**src/rtl/scd_pkg.sv**
```systemverilog
package scd_pkg;

    localparam int PFX_W = 3;
    localparam int SUB_W = 4;

    typedef enum logic [PFX_W-1:0] {
        PFX_CTRL   = 3'b000,
        PFX_LD_A   = 3'b001,
        PFX_LDUP_A = 3'b010,
        PFX_DIRECT = 3'b011,
        PFX_XFER   = 3'b100,
        PFX_LD_B   = 3'b101,
        PFX_LDUP_B = 3'b110,
        PFX_SPARE  = 3'b111
    } prefix_e;

    typedef enum logic [2:0] {
        SUB_NOP,
        SUB_XFER_A,
        SUB_XFER_B,
        SUB_PIN_LO,
        SUB_PIN_HI,
        SUB_MODE_1,
        SUB_MODE_0
    } sub_e;

    function automatic sub_e decode_sub(input logic [SUB_W-1:0] code);
        sub_e r;
        casez (code)
            4'b001?: r = SUB_XFER_A;
            4'b101?: r = SUB_XFER_B;
            4'b010?: r = SUB_PIN_LO;
            4'b011?: r = SUB_PIN_HI;
            4'b1001: r = SUB_MODE_1;
            4'b1000: r = SUB_MODE_0;
            default: r = SUB_NOP;
        endcase
        return r;
    endfunction

endpackage

```
**src/rtl/scd_sync.sv**
```systemverilog
module scd_sync #(
    parameter int               WIDTH   = 4,
    parameter int               STAGES  = 2,
    parameter logic [WIDTH-1:0] RST_VAL = '0
) (
    input  logic             clk,
    input  logic             rst_n,
    input  logic [WIDTH-1:0] d_i,
    output logic [WIDTH-1:0] q_o
);

    logic [WIDTH-1:0] stg_q [STAGES];

    for (genvar g = 0; g < STAGES; g++) begin : g_stage
        if (g == 0) begin : g_first
            always_ff @(posedge clk or negedge rst_n) begin
                if (!rst_n) stg_q[g] <= RST_VAL;
                else        stg_q[g] <= d_i;
            end
        end else begin : g_next
            always_ff @(posedge clk or negedge rst_n) begin
                if (!rst_n) stg_q[g] <= RST_VAL;
                else        stg_q[g] <= stg_q[g-1];
            end
        end
    end

    assign q_o = stg_q[STAGES-1];

endmodule

```
**src/rtl/scd_frame_rx.sv**
```systemverilog
module scd_frame_rx #(
    parameter int FRAME_W = 16
) (
    input  logic               clk,
    input  logic               rst_n,
    input  logic               sclk_i,
    input  logic               csn_i,
    input  logic               din_i,
    output logic               commit_o,
    output logic [FRAME_W-1:1] word_o
);

    localparam int CNT_MAX = FRAME_W + 1;
    localparam int CNT_W   = $clog2(CNT_MAX + 1);

    typedef struct packed {
        logic               sclk_prev;
        logic               csn_prev;
        logic [CNT_W-1:0]   cnt;
        logic [FRAME_W-1:0] sh;
    } rx_t;

    rx_t  rx_d, rx_q;
    logic sclk_rise;
    logic cs_rise;

    always_comb begin
        rx_d           = rx_q;
        rx_d.sclk_prev = sclk_i;
        rx_d.csn_prev  = csn_i;
        sclk_rise      = sclk_i & ~rx_q.sclk_prev;
        cs_rise        = csn_i & ~rx_q.csn_prev;
        if (csn_i) begin
            rx_d.cnt = '0;
        end else if (sclk_rise) begin
            rx_d.sh = {rx_q.sh[FRAME_W-2:0], din_i};
            if (rx_q.cnt != CNT_W'(CNT_MAX))
                rx_d.cnt = rx_q.cnt + CNT_W'(1);
        end
        commit_o = cs_rise && (rx_q.cnt == CNT_W'(FRAME_W));
        word_o   = rx_q.sh[FRAME_W-1:1];
    end

    always_ff @(posedge clk or negedge rst_n) begin
        if (!rst_n) begin
            rx_q.sclk_prev <= 1'b0;
            rx_q.csn_prev  <= 1'b1;
            rx_q.cnt       <= '0;
            rx_q.sh        <= '0;
        end else begin
            rx_q <= rx_d;
        end
    end

    // with select high the count restarts for the next frame
    a_r2_idle_count_zero: assert property (@(posedge clk) disable iff (!rst_n)
        csn_i |=> (rx_q.cnt == '0));

    // with select high no bit enters the shift register
    a_r2_idle_shift_hold: assert property (@(posedge clk) disable iff (!rst_n)
        csn_i |=> $stable(rx_q.sh));

endmodule

```
**src/rtl/scd_cmd_exec.sv**
```systemverilog
module scd_cmd_exec
    import scd_pkg::*;
#(
    parameter int DATA_W = 12
) (
    input  logic                clk,
    input  logic                rst_n,
    input  logic                clr_i,
    input  logic                commit_i,
    input  logic [DATA_W+2:0]   word_i,
    output logic [DATA_W-1:0]   out_a_o,
    output logic [DATA_W-1:0]   out_b_o,
    output logic                pin_o,
    output logic                mode_o
);

    typedef struct packed {
        logic [1:0][DATA_W-1:0] stg;
        logic [1:0][DATA_W-1:0] outr;
        logic                   pin;
        logic                   mode;
    } ex_t;

    ex_t               ex_d, ex_q;
    prefix_e           pfx;
    logic [DATA_W-1:0] val;
    sub_e              sub;

    always_comb begin
        pfx  = prefix_e'(word_i[DATA_W+2 -: PFX_W]);
        val  = word_i[DATA_W-1:0];
        sub  = decode_sub(val[DATA_W-1 -: SUB_W]);
        ex_d = ex_q;
        if (clr_i) begin
            ex_d.stg  = '0;
            ex_d.outr = '0;
        end else if (commit_i) begin
            case (pfx)
                PFX_LD_A: ex_d.stg[0] = val;
                PFX_LD_B: ex_d.stg[1] = val;
                PFX_LDUP_A: begin
                    ex_d.stg[0]  = val;
                    ex_d.outr[0] = val;
                    ex_d.outr[1] = ex_q.stg[1];
                end
                PFX_LDUP_B: begin
                    ex_d.stg[1]  = val;
                    ex_d.outr[1] = val;
                    ex_d.outr[0] = ex_q.stg[0];
                end
                PFX_DIRECT: begin
                    ex_d.outr[0] = val;
                    ex_d.outr[1] = val;
                end
                PFX_XFER: ex_d.outr = ex_q.stg;
                PFX_CTRL: begin
                    case (sub)
                        SUB_XFER_A: ex_d.outr[0] = ex_q.stg[0];
                        SUB_XFER_B: ex_d.outr[1] = ex_q.stg[1];
                        SUB_PIN_LO: ex_d.pin     = 1'b0;
                        SUB_PIN_HI: ex_d.pin     = 1'b1;
                        SUB_MODE_1: ex_d.mode    = 1'b1;
                        SUB_MODE_0: ex_d.mode    = 1'b0;
                        default:    ;
                    endcase
                end
                default: ;
            endcase
        end
    end

    always_ff @(posedge clk or negedge rst_n) begin
        if (!rst_n) ex_q <= '0;
        else        ex_q <= ex_d;
    end

    assign out_a_o = ex_q.outr[0];
    assign out_b_o = ex_q.outr[1];
    assign pin_o   = ex_q.pin;
    assign mode_o  = ex_q.mode;

    // staging-only loads leave both outputs alone
    a_r3_stage_only_keeps_out: assert property (@(posedge clk) disable iff (!rst_n)
        (commit_i && !clr_i && (pfx == PFX_LD_A || pfx == PFX_LD_B)) |=> $stable(ex_q.outr));

    // load A with update takes the new value and the old staging B
    a_r4_load_update_a: assert property (@(posedge clk) disable iff (!rst_n)
        (commit_i && !clr_i && pfx == PFX_LDUP_A) |=>
        (ex_q.outr[0] == $past(val)) && (ex_q.outr[1] == $past(ex_q.stg[1])));

    // transfer copies staging into outputs
    a_r6_transfer: assert property (@(posedge clk) disable iff (!rst_n)
        (commit_i && !clr_i && pfx == PFX_XFER) |=> (ex_q.outr == $past(ex_q.stg)));

    // clear zeroes every data register
    a_r9_clear_zero: assert property (@(posedge clk) disable iff (!rst_n)
        clr_i |=> (ex_q.stg == '0) && (ex_q.outr == '0));

    // pin and mode change only on a committed frame
    a_r8_ctrl_hold: assert property (@(posedge clk) disable iff (!rst_n)
        !commit_i |=> $stable(ex_q.pin) && $stable(ex_q.mode));

    // without commit or clear the data registers hold
    a_r11_hold_idle: assert property (@(posedge clk) disable iff (!rst_n)
        (!commit_i && !clr_i) |=> $stable(ex_q.stg) && $stable(ex_q.outr));

endmodule

```
**src/rtl/serial_dual_reg_loader.sv**
```systemverilog
module serial_dual_reg_loader #(
    parameter int DATA_W      = 12,
    parameter int SYNC_STAGES = 2
) (
    input  logic              clk,
    input  logic              rst_n,
    input  logic              clr_n,
    input  logic              ser_clk,
    input  logic              ser_csn,
    input  logic              ser_din,
    output logic [DATA_W-1:0] chan_a_o,
    output logic [DATA_W-1:0] chan_b_o,
    output logic              user_pin_o,
    output logic              edge_mode_o
);

    localparam int FRAME_W = DATA_W + 4;
    localparam int N_SYNC  = 4;

    logic [N_SYNC-1:0] raw_w;
    logic [N_SYNC-1:0] syn_w;
    logic              commit_w;
    logic [FRAME_W-1:1] word_w;

    // bit order: clear, select, serial clock, serial data
    assign raw_w = {clr_n, ser_csn, ser_clk, ser_din};

    scd_sync #(
        .WIDTH   (N_SYNC),
        .STAGES  (SYNC_STAGES),
        .RST_VAL (4'b1100)
    ) u_sync (
        .clk   (clk),
        .rst_n (rst_n),
        .d_i   (raw_w),
        .q_o   (syn_w)
    );

    scd_frame_rx #(
        .FRAME_W (FRAME_W)
    ) u_rx (
        .clk      (clk),
        .rst_n    (rst_n),
        .sclk_i   (syn_w[1]),
        .csn_i    (syn_w[2]),
        .din_i    (syn_w[0]),
        .commit_o (commit_w),
        .word_o   (word_w)
    );

    scd_cmd_exec #(
        .DATA_W (DATA_W)
    ) u_exec (
        .clk      (clk),
        .rst_n    (rst_n),
        .clr_i    (~syn_w[3]),
        .commit_i (commit_w),
        .word_i   (word_w),
        .out_a_o  (chan_a_o),
        .out_b_o  (chan_b_o),
        .pin_o    (user_pin_o),
        .mode_o   (edge_mode_o)
    );

endmodule

```
**config.mk**
```make
export PLATFORM = sky130hd
export DESIGN_NAME = serial_dual_reg_loader
export DESIGN_NICKNAME = d
export VERILOG_FILES = /design/src/rtl/scd_pkg.sv /design/src/rtl/scd_sync.sv /design/src/rtl/scd_frame_rx.sv /design/src/rtl/scd_cmd_exec.sv /design/src/rtl/serial_dual_reg_loader.sv
export SDC_FILE = /design/constraint.sdc
export NUM_CORES = 1
export LEC_CHECK = 0
export ABC_CLOCK_PERIOD_IN_PS = 2300
export BUFFER_PORTS_ARGS = -buffer_cell sky130_fd_sc_hd__buf_2
export CORE_MARGIN = 2
export CORE_UTILIZATION = 45
export DETAILED_ROUTE_END_ITERATION = 16
export MAX_ROUTING_LAYER = met4
export PLACE_DENSITY = 0.74
export SETUP_SLACK_MARGIN = 0.05
export SKIP_CTS_REPAIR_TIMING = 1
export SLEW_MARGIN = 10
export SYNTH_ARGS = -nofsm -noshare
export SYNTH_HDL_FRONTEND = slang
export SYNTH_SLANG_ARGS = --single-unit
```
**constraint.sdc**
```tcl
create_clock -name clk -period 2.3 [get_ports clk]
set_input_delay 0.115 -clock clk [delete_from_list [all_inputs] [get_ports clk]]
set_output_delay 0.115 -clock clk [all_outputs]
set_load 0.05 [all_outputs]
```
==> qor.yml <==
antenna_violating_nets_post_route: 0
post-route-min-period_ns: 1.91
die_h_um: 96.2
die_w_um: 96.2
crit_type: "register to register"
layout-area-overhead-vs-synth_pct: 7.17
r2r_start: "u_rx.word_o[13]$_DFFE_PN0P_"
clkSlewWorstSetupHoldPaths_ns: 0.08
end_kind: "register"
synth_top_cells_by_count: "76 x dfrtp_1, 37 x nand2_1, 27 x buf_4, 27 x nand3_1"
synth-edff-count: 0
cellLeakagePower_nw: 1.87
tightest_slew_ns: 0.986
drt_wl_total_mm: 7.37
quantity_of_i_o_buffers_inserted_on_ports: 31
floorplan.initialDensity: 0.465
cts-buffers-inserted: 9
grt_use_total: 0.180
numClockSinks: 81
post-synth-top-count-cell: "dfrtp_1"
grt_pass1_wl_mm: 12.1
synth_top_area_frac: 0.498
total_via_count_after_detailed_routing: 2462
clock_path_buffers: 2
startpoint_type: "register"
max-cap-violations: 0
sequential_fraction_of_the_synthesis_area: 0.532
worst_hold_slack_ns: -0.101
postSynthCellCount: 340
ios: 32
detailed_place_hpwl_mm: 4.91
grt_setup_unrepaired: "false"
design.die.area_sq_um: 9240
clock.fmax_mhz: 523
fraction_of_final_layout_cells_with_drive_strength_greater_than_1: 0.274
htree_num_levels: 3
run_status: "finished with violations"
core_area_sq_um: 8220
synth_area_leaders: "dfrtp_1 50%, mux2i_1 6.5%, buf_4 5.3%, mux2_2 5.3%, nand2_1 3.6%"
yosysWarnings: 0
drv_slew: 0
crit_required_ns: 2.51
synth_seq_cells: 81
grt.busiest_layer: "met1"
vias_in_the_first_global_route: 2337
yosys_most_used_dff: "dfrtp_1"
timing.final.hold_violations: 76
violations: "negative hold slack"
multi_input_comb_area_sq_um: 1440
slew-limit-headroom: 0.343
timing.critical_path.from: "u_rx.word_o[13]$_DFFE_PN0P_"
globalplace.congestion: 0.794
syn_area_sq_um: 3820
gr-total-overflow: 0
synth.avg_cell_area_sq_um: 11.2
crit_path_top_delay_cell: "or4b_1"
detail_route.iter0.violations: 144
remaining_drc_errors: 0
groute.layer.met2.usage: 0.250
grt.met3_usage: 0.0493
fillerInstances: 747
crit_arrival_ns: 2.12
vdd_ir_drop_max_mv: 0.306
worstPathCellList: "or4b_1 -> nand3_2 -> and2_2 -> a211oi_1"
power-per-cell-area_nw_per_um2: 697
drt-wirelength-per-cell_um: 16.2
worst_path_largest_cell_delay_ns: 0.57
clk-insertion-delay-late_ns: 0.35
hp-class: "primary input to asynchronous set/reset pin"
design.final.nets: 354
share_of_async_settable_or_async_resettable_flops_after_synthesis: 1.00
met1_usage: 0.252
detail_route.first_pass.iterations: 5
tritoncts: "done"
final_min_period_over_clock_period: 0.831
yosys.area.top_type: "dfrtp_1"
grt_max_degree: 81
clock_tree.root_cell: "clkbuf_8"
crit_path_max_fanout: 13
sequential_cell_area_sq_um: 2030
number_of_rows_created_at_floorplan: 33
crit_buf_inv: 0
num_antenna_cells: 0
routed_via_density: 5.41
setup_violations: 0
finalSetupTns_ns: 0
synth_fp_nets: 349
timing.clock.skew_ns: 0.00889
cpLargestDelayFamily: "simple AND/OR/NAND/NOR gates"
post_synth_num_cell_types: 38
grt_antenna_before_repair: 0
state kept, by name, summed over array words and instances (netlist names):
signal	cells
u_exec.out_a_o	12
u_exec.ex_q	24
u_exec.pin_o	1
u_sync.q_o	4
u_exec.out_b_o	12
u_rx.rx_q	8
u_rx.word_o	15
u_sync.stg_q	4
u_exec.mode_o	1
path summary, 6_finish.rpt:
kind,endpoint,slack (ns),cells past startpoint
max,u_exec.out_a_o[1]$_DFFE_PN0P_,0.39,4
min,u_exec.ex_q[32]$_DFFE_PN0P_,-0.10,1
max reg2reg,u_exec.out_a_o[1]$_DFFE_PN0P_,0.39,4
min reg2reg,u_sync.q_o[0]$_DFF_PN0_,0.36,0
max in group asynchronous,u_sync.q_o[2]$_DFF_PN1_,1.69,2
min in group clk,u_sync.q_o[0]$_DFF_PN0_,0.36,0
placed cells by master (no fill, tap or decap), types with 2 or more instances in the layout:
cell,instances
a211oi_2,10
o21ai_0,12
dlygate4sd3_1,4
dfstp_2,5
nand4_1,2
and3b_1,2
xor2_1,4
nand3_1,27
nor2_1,8
a21oi_1,25
buf_4,11
dfrtp_1,76
mux2_2,18
a311oi_1,12
mux2i_1,25
xnor2_1,2
clkinv_4,2
ha_1,3
clkbuf_8,10
buf_2,30
inv_1,4
nand2_1,37
a211oi_1,3
where the power goes:
part	switching, W	internal (W)	leakage [nW]
combinational	0.0000967	0.0000888	0.684
clock	0.000528	0.000540	0.100
sequential	0.0000950	0.00150	1.09
total	0.000720	0.00213	1.87
per-layer routing:
layer	routed length (um)	vias up	part of all wire
met1	3500	1197	0.48
met2	3280	79	0.45
met5	0	-	0
met4	80	0	0.011
met3	500	6	0.068
li1	-	1180	-
layout make-up:
class / instances / share of cell area
well taps: 105 / 0.0321
multi-input cells: 204 / 0.351
clock inverters: 5 / 0.0156
inverters: 4 / 0.00367
clock buffers: 11 / 0.0345
flip-flops and latches: 81 / 0.496
repair buffers: 45 / 0.0666
cells by family (layout without fill, tap and decap cells):
kind of cell	Yosys count	count (layout)	synth area share
AND/OR/NAND/NOR	89	89	0.116
flip-flops	81	81	0.532
AO/OA/AOI/OAI	63	63	0.118
buffers and inverters	55	65	0.0917
multiplexers	43	43	0.119
XOR/XNOR	6	6	0.0138
adder cells (fa/ha/maj)	3	3	0.00982
through the flow:
stage	total power [W]	util	instances	instance area (sq um)	setup WS (ns)
floorplan	0.00173	-	340	3820	0.640
global placement	0.00180	0.469	435	3850	0.453
detailed placement	0.00181	0.469	435	3850	0.401
CTS	0.00288	0.494	451	4060	0.391
global route	0.00297	0.498	455	4100	0.277
finish	0.00285	0.498	455	4100	0.389
No activity file was read; power rests on OpenSTA's default activity.
